$ cat config.mk
export PLATFORM = sky130hd
export DESIGN_NAME = adc_scan_seq
export DESIGN_NICKNAME = d
export VERILOG_FILES = /design/src/rtl/adcseq_pkg.sv /design/src/rtl/adcseq_spi_engine.sv /design/src/rtl/adcseq_chan_pick.sv /design/src/rtl/adcseq_result_bank.sv /design/src/rtl/adc_scan_seq.sv
export SDC_FILE = /design/constraint.sdc
export NUM_CORES = 1
export LEC_CHECK = 0
export CAP_MARGIN = 40
export CORE_MARGIN = 8
export CORE_UTILIZATION = 60
export CTS_CLUSTER_DIAMETER = 50
export DETAILED_ROUTE_END_ITERATION = 8
export DONT_BUFFER_PORTS = 1
export PLACE_DENSITY = 0.73
export SYNTH_ARGS = -nofsm -noshare
export SYNTH_HDL_FRONTEND = slang
export SYNTH_SLANG_ARGS = --single-unit
$ cat constraint.sdc
create_clock -name clk -period 6.68 [get_ports clk]
set_input_delay 1.002 -clock clk [delete_from_list [all_inputs] [get_ports clk]]
set_output_delay 1.002 -clock clk [all_outputs]
set_load 0.02 [all_outputs]
$ cat src/rtl/adcseq_pkg.sv
// Package: shared constants, controller state type and the command word builder
// for the scan sequencer. Assumes a 16-bit frame with a 3-bit channel field.
package adcseq_pkg;

    localparam int FRAME_BITS = 16;
    localparam int ADDR_W     = 3;
    localparam int ADDR_LSB   = 11;

    typedef enum logic [1:0] {
        ST_IDLE = 2'd0,
        ST_XFER = 2'd1,
        ST_FIN  = 2'd2
    } seq_state_t;

    // Builds a command frame: channel in [13:11], every other bit zero.
    function automatic logic [FRAME_BITS-1:0] mk_cmd(input logic [ADDR_W-1:0] ch);
        logic [FRAME_BITS-1:0] w;
        w = '0;
        w[ADDR_LSB +: ADDR_W] = ch;
        return w;
    endfunction

endpackage

$ cat src/rtl/adcseq_spi_engine.sv
// Module: adcseq_spi_engine
// Shifts one 16-bit mode-3 frame. MOSI is updated on the falling sclk edge and
// MISO is sampled on the rising edge. Assumes start is only pulsed when idle.
// Each sclk phase lasts half_div+1 clk cycles.
module adcseq_spi_engine
    import adcseq_pkg::*;
#(
    parameter int DIV_W = 8
) (
    input  logic                  clk,
    input  logic                  rst_n,
    input  logic                  start,
    input  logic [FRAME_BITS-1:0] tx_word,
    input  logic [DIV_W-1:0]      half_div,
    input  logic                  miso,
    output logic                  sclk,
    output logic                  mosi,
    output logic                  frame_done,
    output logic [FRAME_BITS-1:0] rx_word
);
    localparam int BC_W = $clog2(FRAME_BITS);

    logic                  active;
    logic [DIV_W-1:0]      hcnt;
    logic [BC_W-1:0]       bcnt;
    logic [FRAME_BITS-1:0] tx_sh;
    logic [FRAME_BITS-1:0] rx_sh;

    // Frame shifter: phase timer, edge generation, shift registers.
    always_ff @(posedge clk) begin
        if (!rst_n) begin
            active     <= 1'b0;
            sclk       <= 1'b1;
            mosi       <= 1'b0;
            hcnt       <= '0;
            bcnt       <= '0;
            tx_sh      <= '0;
            rx_sh      <= '0;
            frame_done <= 1'b0;
            rx_word    <= '0;
        end else begin
            frame_done <= 1'b0;
            if (!active) begin
                if (start) begin
                    active <= 1'b1;
                    tx_sh  <= tx_word;
                    hcnt   <= '0;
                    bcnt   <= '0;
                end
            end else if (hcnt == half_div) begin
                hcnt <= '0;
                if (sclk) begin
                    sclk  <= 1'b0;
                    mosi  <= tx_sh[FRAME_BITS-1];
                    tx_sh <= {tx_sh[FRAME_BITS-2:0], 1'b0};
                end else begin
                    sclk  <= 1'b1;
                    rx_sh <= {rx_sh[FRAME_BITS-2:0], miso};
                    if (bcnt == BC_W'(FRAME_BITS-1)) begin
                        active     <= 1'b0;
                        frame_done <= 1'b1;
                        rx_word    <= {rx_sh[FRAME_BITS-2:0], miso};
                        bcnt       <= '0;
                    end else begin
                        bcnt <= bcnt + 1'b1;
                    end
                end
            end else begin
                hcnt <= hcnt + 1'b1;
            end
        end
    end

    // a frame ends on a rising edge, leaving the clock at its idle level.
    a_r2_frame_ends_high: assert property (@(posedge clk) disable iff (!rst_n)
        frame_done |-> sclk);

    // while the engine is idle the clock holds its level.
    a_r12_idle_stable: assert property (@(posedge clk) disable iff (!rst_n)
        (!active && !start) |=> $stable(sclk));

endmodule

$ cat src/rtl/adcseq_chan_pick.sv
// Module: adcseq_chan_pick
// Finds the lowest set bit of a channel mask (ascending visit order).
// Purely combinational; idx is zero when no bit is set.
module adcseq_chan_pick #(
    parameter int NCH  = 8,
    parameter int CH_W = $clog2(NCH)
) (
    input  logic [NCH-1:0]  mask,
    output logic            any,
    output logic [CH_W-1:0] idx
);
    logic [NCH-1:0] first;
    logic [NCH-1:0] below;

    // One stage per channel: set when this is the lowest enabled channel.
    for (genvar i = 0; i < NCH; i++) begin : g_stage
        if (i == 0) begin : g_lsb
            assign below[i] = 1'b0;
        end else begin : g_up
            assign below[i] = below[i-1] | mask[i-1];
        end
        assign first[i] = mask[i] & ~below[i];
    end

    // Encode the one-hot winner to a channel index.
    always_comb begin
        idx = '0;
        for (int k = 0; k < NCH; k++) begin
            if (first[k]) idx = idx | CH_W'(k);
        end
    end

    assign any = |mask;

endmodule

$ cat src/rtl/adcseq_result_bank.sv
// Module: adcseq_result_bank
// Per-channel sample registers with valid flags. clear drops all flags,
// a write stores one sample and raises its flag. Assumes clear and wr_en are
// never high together.
module adcseq_result_bank #(
    parameter int NCH  = 8,
    parameter int SW   = 12,
    parameter int CH_W = $clog2(NCH)
) (
    input  logic              clk,
    input  logic              rst_n,
    input  logic              clear,
    input  logic              wr_en,
    input  logic [CH_W-1:0]   wr_ch,
    input  logic [SW-1:0]     wr_data,
    output logic [NCH*SW-1:0] samples,
    output logic [NCH-1:0]    valid
);
    for (genvar i = 0; i < NCH; i++) begin : g_slot
        logic hit;
        assign hit = wr_en && (wr_ch == CH_W'(i));

        // Slot i: hold the sample and its flag.
        always_ff @(posedge clk) begin
            if (!rst_n) begin
                samples[i*SW +: SW] <= '0;
                valid[i]            <= 1'b0;
            end else if (clear) begin
                valid[i] <= 1'b0;
            end else if (hit) begin
                samples[i*SW +: SW] <= wr_data;
                valid[i]            <= 1'b1;
            end
        end
    end

    // a clear empties every flag by the next cycle.
    a_r7_clear_empties: assert property (@(posedge clk) disable iff (!rst_n)
        clear |=> (valid == '0));

endmodule

$ cat src/rtl/adc_scan_seq.sv
// Module: adc_scan_seq (top)
// Scan/direct-read controller for a serial 8-input converter whose reply lags
// the command by one frame. Holds cs_n low over all frames, appends a blank
// frame, drops the first reply and files each later reply under the channel
// commanded one frame earlier. Assumes the converter's reply bits [15:12] are 0.
module adc_scan_seq
    import adcseq_pkg::*;
#(
    parameter int NCH   = 8,
    parameter int SW    = 12,
    parameter int DIV_W = 8,
    parameter int OVR_W = 8,
    parameter int CH_W  = $clog2(NCH)
) (
    input  logic              clk,
    input  logic              rst_n,
    input  logic [DIV_W-1:0]  clk_div,
    input  logic              scan_trig,
    input  logic [NCH-1:0]    chan_mask,
    input  logic              direct_req,
    input  logic [CH_W-1:0]   direct_chan,
    output logic              sclk,
    output logic              cs_n,
    output logic              mosi,
    input  logic              miso,
    output logic              busy,
    output logic              scan_done,
    output logic [NCH*SW-1:0] samples,
    output logic [NCH-1:0]    sample_valid,
    output logic              direct_done,
    output logic [SW-1:0]     direct_data,
    output logic              direct_valid,
    output logic              direct_refused,
    output logic [OVR_W-1:0]  overrun_cnt
);
    localparam logic [OVR_W-1:0] OVR_MAX = '1;

    seq_state_t            state;
    logic [NCH-1:0]        rem_mask;
    logic [CH_W-1:0]       cur_ch;
    logic                  cur_dummy;
    logic [CH_W-1:0]       resp_ch;
    logic                  resp_live;
    logic                  is_direct;
    logic                  eng_start;
    logic [FRAME_BITS-1:0] tx_word;
    logic                  frame_done;
    logic [FRAME_BITS-1:0] rx_word;
    logic [NCH-1:0]        direct_oh;
    logic [NCH-1:0]        pick_src;
    logic                  pick_any;
    logic [CH_W-1:0]       pick_idx;
    logic                  accept_scan;
    logic                  accept_direct;
    logic                  bank_clear;
    logic                  bank_wr;

    assign busy          = (state != ST_IDLE);
    assign direct_oh     = NCH'(1) << direct_chan;
    assign accept_scan   = (state == ST_IDLE) && scan_trig;
    assign accept_direct = (state == ST_IDLE) && !scan_trig && direct_req;
    assign pick_src      = (state != ST_IDLE) ? rem_mask :
                           (scan_trig ? chan_mask : direct_oh);
    assign bank_clear    = accept_scan;
    assign bank_wr       = (state == ST_XFER) && frame_done && resp_live && !is_direct;

    adcseq_spi_engine #(.DIV_W(DIV_W)) u_eng (
        .clk        (clk),
        .rst_n      (rst_n),
        .start      (eng_start),
        .tx_word    (tx_word),
        .half_div   (clk_div),
        .miso       (miso),
        .sclk       (sclk),
        .mosi       (mosi),
        .frame_done (frame_done),
        .rx_word    (rx_word)
    );

    adcseq_chan_pick #(.NCH(NCH), .CH_W(CH_W)) u_pick (
        .mask (pick_src),
        .any  (pick_any),
        .idx  (pick_idx)
    );

    adcseq_result_bank #(.NCH(NCH), .SW(SW), .CH_W(CH_W)) u_bank (
        .clk     (clk),
        .rst_n   (rst_n),
        .clear   (bank_clear),
        .wr_en   (bank_wr),
        .wr_ch   (resp_ch),
        .wr_data (rx_word[SW-1:0]),
        .samples (samples),
        .valid   (sample_valid)
    );

    // Transfer sequencing: launch, per-frame reply filing, blank frame, finish.
    always_ff @(posedge clk) begin
        if (!rst_n) begin
            state        <= ST_IDLE;
            rem_mask     <= '0;
            cur_ch       <= '0;
            cur_dummy    <= 1'b0;
            resp_ch      <= '0;
            resp_live    <= 1'b0;
            is_direct    <= 1'b0;
            eng_start    <= 1'b0;
            tx_word      <= '0;
            cs_n         <= 1'b1;
            scan_done    <= 1'b0;
            direct_done  <= 1'b0;
            direct_data  <= '0;
            direct_valid <= 1'b0;
        end else begin
            eng_start   <= 1'b0;
            scan_done   <= 1'b0;
            direct_done <= 1'b0;
            unique case (state)
                ST_IDLE: begin
                    if (accept_scan || accept_direct) begin
                        is_direct <= accept_direct;
                        if (accept_direct) direct_valid <= 1'b0;
                        if (!pick_any) begin
                            state <= ST_FIN;
                        end else begin
                            cs_n      <= 1'b0;
                            tx_word   <= mk_cmd(ADDR_W'(pick_idx));
                            eng_start <= 1'b1;
                            cur_ch    <= pick_idx;
                            cur_dummy <= 1'b0;
                            resp_live <= 1'b0;
                            rem_mask  <= pick_src & ~(NCH'(1) << pick_idx);
                            state     <= ST_XFER;
                        end
                    end
                end
                ST_XFER: begin
                    if (frame_done) begin
                        if (resp_live && is_direct) begin
                            direct_data  <= rx_word[SW-1:0];
                            direct_valid <= 1'b1;
                        end
                        resp_ch   <= cur_ch;
                        resp_live <= !cur_dummy;
                        if (cur_dummy) begin
                            cs_n  <= 1'b1;
                            state <= ST_FIN;
                        end else if (pick_any) begin
                            tx_word   <= mk_cmd(ADDR_W'(pick_idx));
                            eng_start <= 1'b1;
                            cur_ch    <= pick_idx;
                            rem_mask  <= rem_mask & ~(NCH'(1) << pick_idx);
                        end else begin
                            tx_word   <= '0;
                            eng_start <= 1'b1;
                            cur_dummy <= 1'b1;
                        end
                    end
                end
                ST_FIN: begin
                    scan_done   <= !is_direct;
                    direct_done <= is_direct;
                    state       <= ST_IDLE;
                end
                default: state <= ST_IDLE;
            endcase
        end
    end

    // Refusal pulse and overrun counting for requests that arrive while busy.
    always_ff @(posedge clk) begin
        if (!rst_n) begin
            direct_refused <= 1'b0;
            overrun_cnt    <= '0;
        end else begin
            direct_refused <= direct_req && (busy || scan_trig);
            if (scan_trig && busy && overrun_cnt != OVR_MAX)
                overrun_cnt <= overrun_cnt + 1'b1;
        end
    end

    // the serial clock idles high whenever chip select is released.
    a_r1_sclk_idle_high: assert property (@(posedge clk) disable iff (!rst_n)
        cs_n |-> sclk);

    // a reply that is kept carries zeros above the sample field.
    a_r3_reply_header_zero: assert property (@(posedge clk) disable iff (!rst_n)
        (frame_done && resp_live) |-> (rx_word[FRAME_BITS-1:SW] == '0));

    // chip select stays low while frames are being exchanged.
    a_r5_cs_held_low: assert property (@(posedge clk) disable iff (!rst_n)
        (state == ST_XFER) |-> !cs_n);

    // a completion pulse follows the chip select release by one cycle.
    a_r6_done_after_cs: assert property (@(posedge clk) disable iff (!rst_n)
        $rose(cs_n) |=> (scan_done || direct_done));

    // a direct request during a transfer is refused.
    a_r9_refuse_busy: assert property (@(posedge clk) disable iff (!rst_n)
        (direct_req && busy) |=> direct_refused);

    // a trigger during a transfer bumps the overrun count.
    a_r10_overrun_count: assert property (@(posedge clk) disable iff (!rst_n)
        (scan_trig && busy && overrun_cnt != OVR_MAX) |=>
        (overrun_cnt == $past(overrun_cnt) + 1'b1));

    // an empty mask completes without touching chip select.
    a_r11_empty_mask: assert property (@(posedge clk) disable iff (!rst_n)
        (scan_trig && !busy && chan_mask == '0) |=> cs_n ##1 scan_done);

    // simultaneous trigger and direct request while idle: the scan wins.
    a_r13_scan_wins: assert property (@(posedge clk) disable iff (!rst_n)
        (scan_trig && direct_req && !busy) |=> (direct_refused && busy && !is_direct));

endmodule

======== Yosys cells after proc, flatten, opt, wreduce, memory -nomap -nowiden ========
Cells that the tools add are included.
word-level totals
  register bits ........................... 220
cells by class
  add/subtract/negate cells ............... 3
  equality and inequality tests ........... 23
  bitwise operators ....................... 28
  reduce and logical (&&, ||, !) cells .... 56
  shift-type cells ........................ 2
  multiplexer cells ....................... 71
operator list
  cell                                                   number
  two-way mux 16 bit                                     8
  two-way mux 8 bit                                      10
  one-hot mux 16 bit (2 select lines)                    1
  two-way mux 1 bit                                      24
  two-way mux 3 bit                                      8
  AND reduction 2 bit                                    12
  two-way mux 4 bit                                      5
  logical AND 1 bit                                      18
  AND reduction 3 bit                                    6
  adder 8 x 1 -> 8 bit, second input constant            2
  AND 8 bit                                              2
  one-hot mux 8 bit (2 select lines)                     1
  << shifter 1 x 3 -> 8 bit, first input constant        2
  AND reduction 5 bit                                    3
  two-way mux 14 bit                                     1
  inequality test 2 bit, second input constant           7
  equality test 3 bit, second input constant             4
  two-way mux 2 bit                                      6
  NOT 1 bit                                              12
  AND reduction 4 bit                                    3
  one-hot mux 1 bit (2 select lines)                     5
  equality test 8 bit                                    1
  inequality test 2 x 1 -> 1 bit, second input constant  4
  inequality test 8 bit, second input constant           1
  other kinds (20)                                       37

======== Longest topological paths before layout ========
  depth after elaboration ................. 19
  depth in mapped cells ................... 10
  gate-level depth less buffers ........... 7

======== Hierarchy ========
Synthesis repeated with hierarchy kept, for this count alone.
unflattened totals
  cell total of the unflattened synthesis .. 948
  area, all modules ....................... 8816.0 um^2
modules (own cells, without submodules)
  module              sequential area each (um^2)  cells each  area each (um^2)  times used
  adcseq_result_bank  2082.0                       365         3794.9            1
  adcseq_spi_engine   1261.2                       315         2698.8            1
  adc_scan_seq        960.9                        254         2239.6            1
  adcseq_chan_pick    0.0                          14          82.6              1

======== Least setup slack after synthesis ========
No wires, ideal clock.
  path type ............................... input -> register
  start point ............................. input port scan_trig
  end point ............................... register rem_mask[7]
  buffers on the path ..................... 3
  path slack .............................. 3900 ps
  arrival time ............................ 2661 ps
  required time ........................... 6561 ps
  library setup time ...................... 119 ps
  cell stages on the path ................. 8
  cell sequence ........................... buf_2 nand2_1 o2111ai_1 or4_4 buf_6 o21a_1 buf_2 o221a_1
between the ends
  cells in the longest elaborated chain, start to end .. 18
RTL lines
  what                                                           RTL line                                        text
  start, declared                                                adc_scan_seq.sv:18                              input logic scan_trig,
  two-way mux 8 bit                                              adc_scan_seq.sv:63                              (scan_trig ? chan_mask : direct_oh);
  two-way mux 8 bit                                              adc_scan_seq.sv:62                              assign pick_src = (state != ST_IDLE) ? rem_mask :
  NOT 1 bit / bitwise OR 1 bit (equally long branches)           adcseq_chan_pick.sv:22, adcseq_chan_pick.sv:20
  AND 1 bit, or another cell as far along                        adcseq_chan_pick.sv:22                          assign first[i] = mask[i] & ~below[i];
  two-way mux 1 bit, or another cell as far along                adcseq_chan_pick.sv:29                          if (first[k]) idx = idx | CH_W'(k);
  two-way mux 2 bit, or another cell as far along (2 in series)  adcseq_chan_pick.sv:29
  two-way mux 3 bit, or another cell as far along (2 in series)  adcseq_chan_pick.sv:29
  two-way mux 3 bit / AND 1 bit (equally long branches)          adcseq_chan_pick.sv:29, adcseq_chan_pick.sv:22
  two-way mux 3 bit                                              adcseq_chan_pick.sv:29
  << shifter 1 x 3 -> 8 bit                                      adc_scan_seq.sv:132, adc_scan_seq.sv:152
  NOT 8 bit                                                      adc_scan_seq.sv:132, adc_scan_seq.sv:152
  AND 8 bit                                                      adc_scan_seq.sv:152                             rem_mask <= rem_mask & ~(NCH'(1) << pick_idx);
  two-way mux 8 bit                                              adc_scan_seq.sv:148                             end else if (pick_any) begin
  two-way mux 8 bit                                              adc_scan_seq.sv:145                             if (cur_dummy) begin
  two-way mux 8 bit                                              adc_scan_seq.sv:138                             if (frame_done) begin
  one-hot mux 8 bit (2 select lines)                             adc_scan_seq.sv:118                             unique case (state)
  end signal, assigned                                           adc_scan_seq.sv:132                             rem_mask <= pick_src & ~(NCH'(1) << pick_idx);
  end signal, assigned                                           adc_scan_seq.sv:152
  end, declared                                                  adc_scan_seq.sv:39                              logic [NCH-1:0] rem_mask;
Parallel ways exist; a longest one is shown, timed or not. The select of a mux whose other input is x is not followed.
A chain may end at the register's enable or synchronous reset.

======== Worst setup path in the final report ========
  start point ............................. register state[0]
  end point ............................... register state[0]
between the ends
  cells in the longest elaborated chain, start to end .. 6
RTL lines
  what                                RTL line                text
  start, declared                     adc_scan_seq.sv:38      seq_state_t state;
  start signal, assigned              adc_scan_seq.sv:100     state <= ST_IDLE;
  start signal, assigned              adc_scan_seq.sv:124     state <= ST_FIN;
  start signal, assigned              adc_scan_seq.sv:133     state <= ST_XFER;
  nonzero test 2 bit                  --
  named net busy                      adc_scan_seq.sv:26      output logic busy,
  two-way mux 8 bit                   adc_scan_seq.sv:62
  OR reduction 8 bit                  adcseq_chan_pick.sv:33  assign any = |mask;
  two-way mux 2 bit                   adc_scan_seq.sv:123     if (!pick_any) begin
  two-way mux 2 bit                   adc_scan_seq.sv:120     if (accept_scan || accept_direct) begin
  one-hot mux 2 bit (2 select lines)  adc_scan_seq.sv:118
The timed path passes the listed nets, and every way through them passes these cells. The select of a mux whose other input is x is not followed.

==> results.ini <==
[synth]
synth-xor-area-share_pct=1.81
synth-main-ff-cell=dfxtp_1
postSynthAreaPerCell_um2=8.75
yosysSeqAreaShare_pct=50.8
synthAdderAreaFrac_pct=0.486
netlist-cell-type-count=62
synth_edf_count=0
yosys.area_share.simple_pct=20.4
synth_top_family_by_area=simple AND/OR/NAND/NOR gates
ys_seq_elements=196
synthCells=883
syn-cell-area_mm2=0.00772
synth_mux_area_share_pct=8.30
ys_warn_count=0
synth_compound_area_share_pct=14.0
synth-async-reset-ratio_pct=0
syn_nets=910

[die]
start_util_pct=61.2
die-area_mm2=0.0168
fp.dieW_um=129
core_mm2=0.0126
die_y_um=129
io_pins=156
std_cell_rows=41

[global_route]
grt_start_max_net_pins=99
grt_pass1_wl_mm=31.0
grt_overflow_total=0
grt.total_usage_pct=23.7
grt_pass1_vias=5859
antenna_found_initial=0

[status]
outcome=finished, final reports clean

[pwr]
intPower_mw=1.82
netSwitchingPower_mw=0.622
power_mw=2.44
combPwrFrac_pct=9.4
pwr-share-clk_pct=39.9
p_per_area_mw_per_mm2=293
p_leak_nw=2.91
swShare_pct=25.5
vdd_drop_max_v=0.000192
seqPwrFrac_pct=50.7

[setup_path]
worstSetupStartpointType=flop
critPathMaxFanout=23
worstPathRequired_ns=6.98
worstSetupPathType=reg -> reg
worst-r2r-cell-count=7
cp-end-kind=flop
worstReg2RegEnd=state[0]
arrival_ns=3.31
reg2reg_from=state[0]
rrSetupSlack_ns=3.67

[timing]
rsz0062_at_grt=false
slew_headroom_pct=46.6
fin_crit_ns=3.01
setup_viol=0
tightest_slew_ns=0.800
hold_violations=0
slew_violations=0
fmax_mhz=332
tns_ns=0
period_share_pct=45.1
skew_ns=0.00860

[detailed_routing]
drt.antenna.violating_nets=0
drc=0
drt_iter0_drc=696
wl_per_cell_um=19.4
wl_mm=20.0
vias=6109
first_pass_iters=7
vias_per_cell=5.93

[finish]
finalNetCount=873
drive_gt1_share_pct=6.88
syn_to_final_growth_pct=7.66
multi_input_area_mm2=0.00348
mostFrequentLayoutCells=196 x dfxtp_1, 171 x nand2_1, 103 x nor2_1, 97 x a21oi_1, 64 x mux2i_1
regArea_mm2=0.00392
antenna_cells=0
nFillCells=1061
final_common_cell=dfxtp_1

[cts]
cts_htree_levels=4
cts_tree=yes
insertion_delay_ns=0.43
clock-sinks=196
cts_buffers=17
cts_resized=0
clkTransAtPathRegs_ns=0.07
root_buffer=clkbuf_16
post_cts_buffers=0
ctsHoldBuffers=0
clock_path_buffers=2

[hold_path]
whs_path_depth=2
hold_class=reg -> reg
hold_path_end=resp_ch[2]
min-delay-start=cur_ch[2]

[placement]
post-dp-hpwl_mm=13.7
place_congestion=0.893
port_buffers=0

[flow_run]
drv_cap=0

==> logic make-up after synthesis <==
kind of cell	count (synthesis)
flip-flops	196
adder cells (fa/ha/maj)	3
AO/OA/AOI/OAI	178
AND/OR/NAND/NOR	352
buffers and inverters	74
multiplexers	64
XOR/XNOR	16
==> registers in the layout, indices dropped and copies added, names as in the netlist, 4 cells and up <==
name            count
direct_data        12
overrun_cnt         8
rem_mask            8
u_bank.samples     96
u_bank.valid        8
u_eng.bcnt          4
u_eng.hcnt          8
u_eng.rx_sh        11
u_eng.rx_word      12
u_eng.tx_sh         5
==> Yosys cell counts, types with 3 or more instances <==
master / n / area (µm²)
buf_4: 4 / 30.0
o21a_1: 14 / 105
nor3_1: 15 / 75.1
o31ai_1: 3 / 22.5
clkbuf_1: 50 / 188
o21ai_0: 24 / 120
nor2_1: 103 / 387
a311oi_1: 5 / 43.8
nand2_1: 171 / 642
a211oi_1: 6 / 45.0
nand3_1: 16 / 80.1
nor4_1: 4 / 25.0
xor2_1: 12 / 105
o211a_1: 3 / 30.0
nand4b_1: 3 / 26.3
xnor2_1: 4 / 35.0
a41oi_1: 3 / 26.3
nand2b_1: 3 / 18.8
buf_2: 10 / 50.1
and3_1: 8 / 50.1
ha_1: 3 / 37.5
a21oi_1: 97 / 485
and4_1: 3 / 26.3
inv_1: 6 / 22.5
or2_2: 4 / 25.0
mux2i_1: 64 / 641
dfxtp_1: 196 / 3920
a31oi_1: 6 / 37.5
nand4_1: 3 / 18.8
==> critical path, cell delays in order (launching register included) <==
cell and delay (ns):
dfxtp_1 0.84, nor2_2 0.15, inv_2 0.25, o2111ai_1 0.29, or4_4 0.70, o21a_1 0.35
a31oi_1 0.23, nor2_1 0.06
==> metrics by stage <==
step	util (%)	cells	cell area (µm²)	hold WS (ns)	setup slack, ns
6_report	65.9	1030	8310	0.464	3.67
5_1_grt	65.9	1030	8310	0.480	3.47
4_1_cts	65.8	1029	8310	0.468	3.73
3_5_place_dp	61.4	998	7750	0.453	3.70
3_3_place_gp	60.9	994	7690	0.453	3.21
2_1_floorplan	-	883	7720	0.429	3.90
==> per-layer routing <==
layer  GRT usage (%)  part of all wire, %  wire length [µm]
met4            10.3                  2.2               438
met1            27.4                   39              7840
met3            7.72                  9.6              1920
met2            39.4                   49              9790
met5               0                    0                 0
==> worst max path at each step <==
stage	to	start
6_report	state[0]	state[0]
5_1_grt	rem_mask[2]	state[0]
4_1_cts	state[0]	state[0]
3_5_place_dp	u_eng.rx_word[4]	clk_div[5]
3_3_place_gp	u_eng.rx_word[11]	clk_div[5]
2_1_floorplan	rem_mask[7]	scan_trig
==> layout make-up <==
cell class / instances / share of cell area (%)
inverter: 8 / 0.391
timing repair buffer: 10 / 1.28
sequential: 196 / 47.2
clock buffer: 21 / 5.54
clock inverter: 10 / 1.17
multi-input combinational: 613 / 41.8
tap: 172 / 2.59
==> power groups by stage <==
stage,Sequential [mW],Clock (mW),Combinational (mW)
floorplan,1.25,0,0.197
global placement,1.27,0,0.209
detailed placement,1.26,0,0.224
CTS,1.24,0.982,0.226
global route,1.24,1.03,0.253
finish,1.24,0.972,0.230
Note: power is estimated with default switching activity, not from simulation.
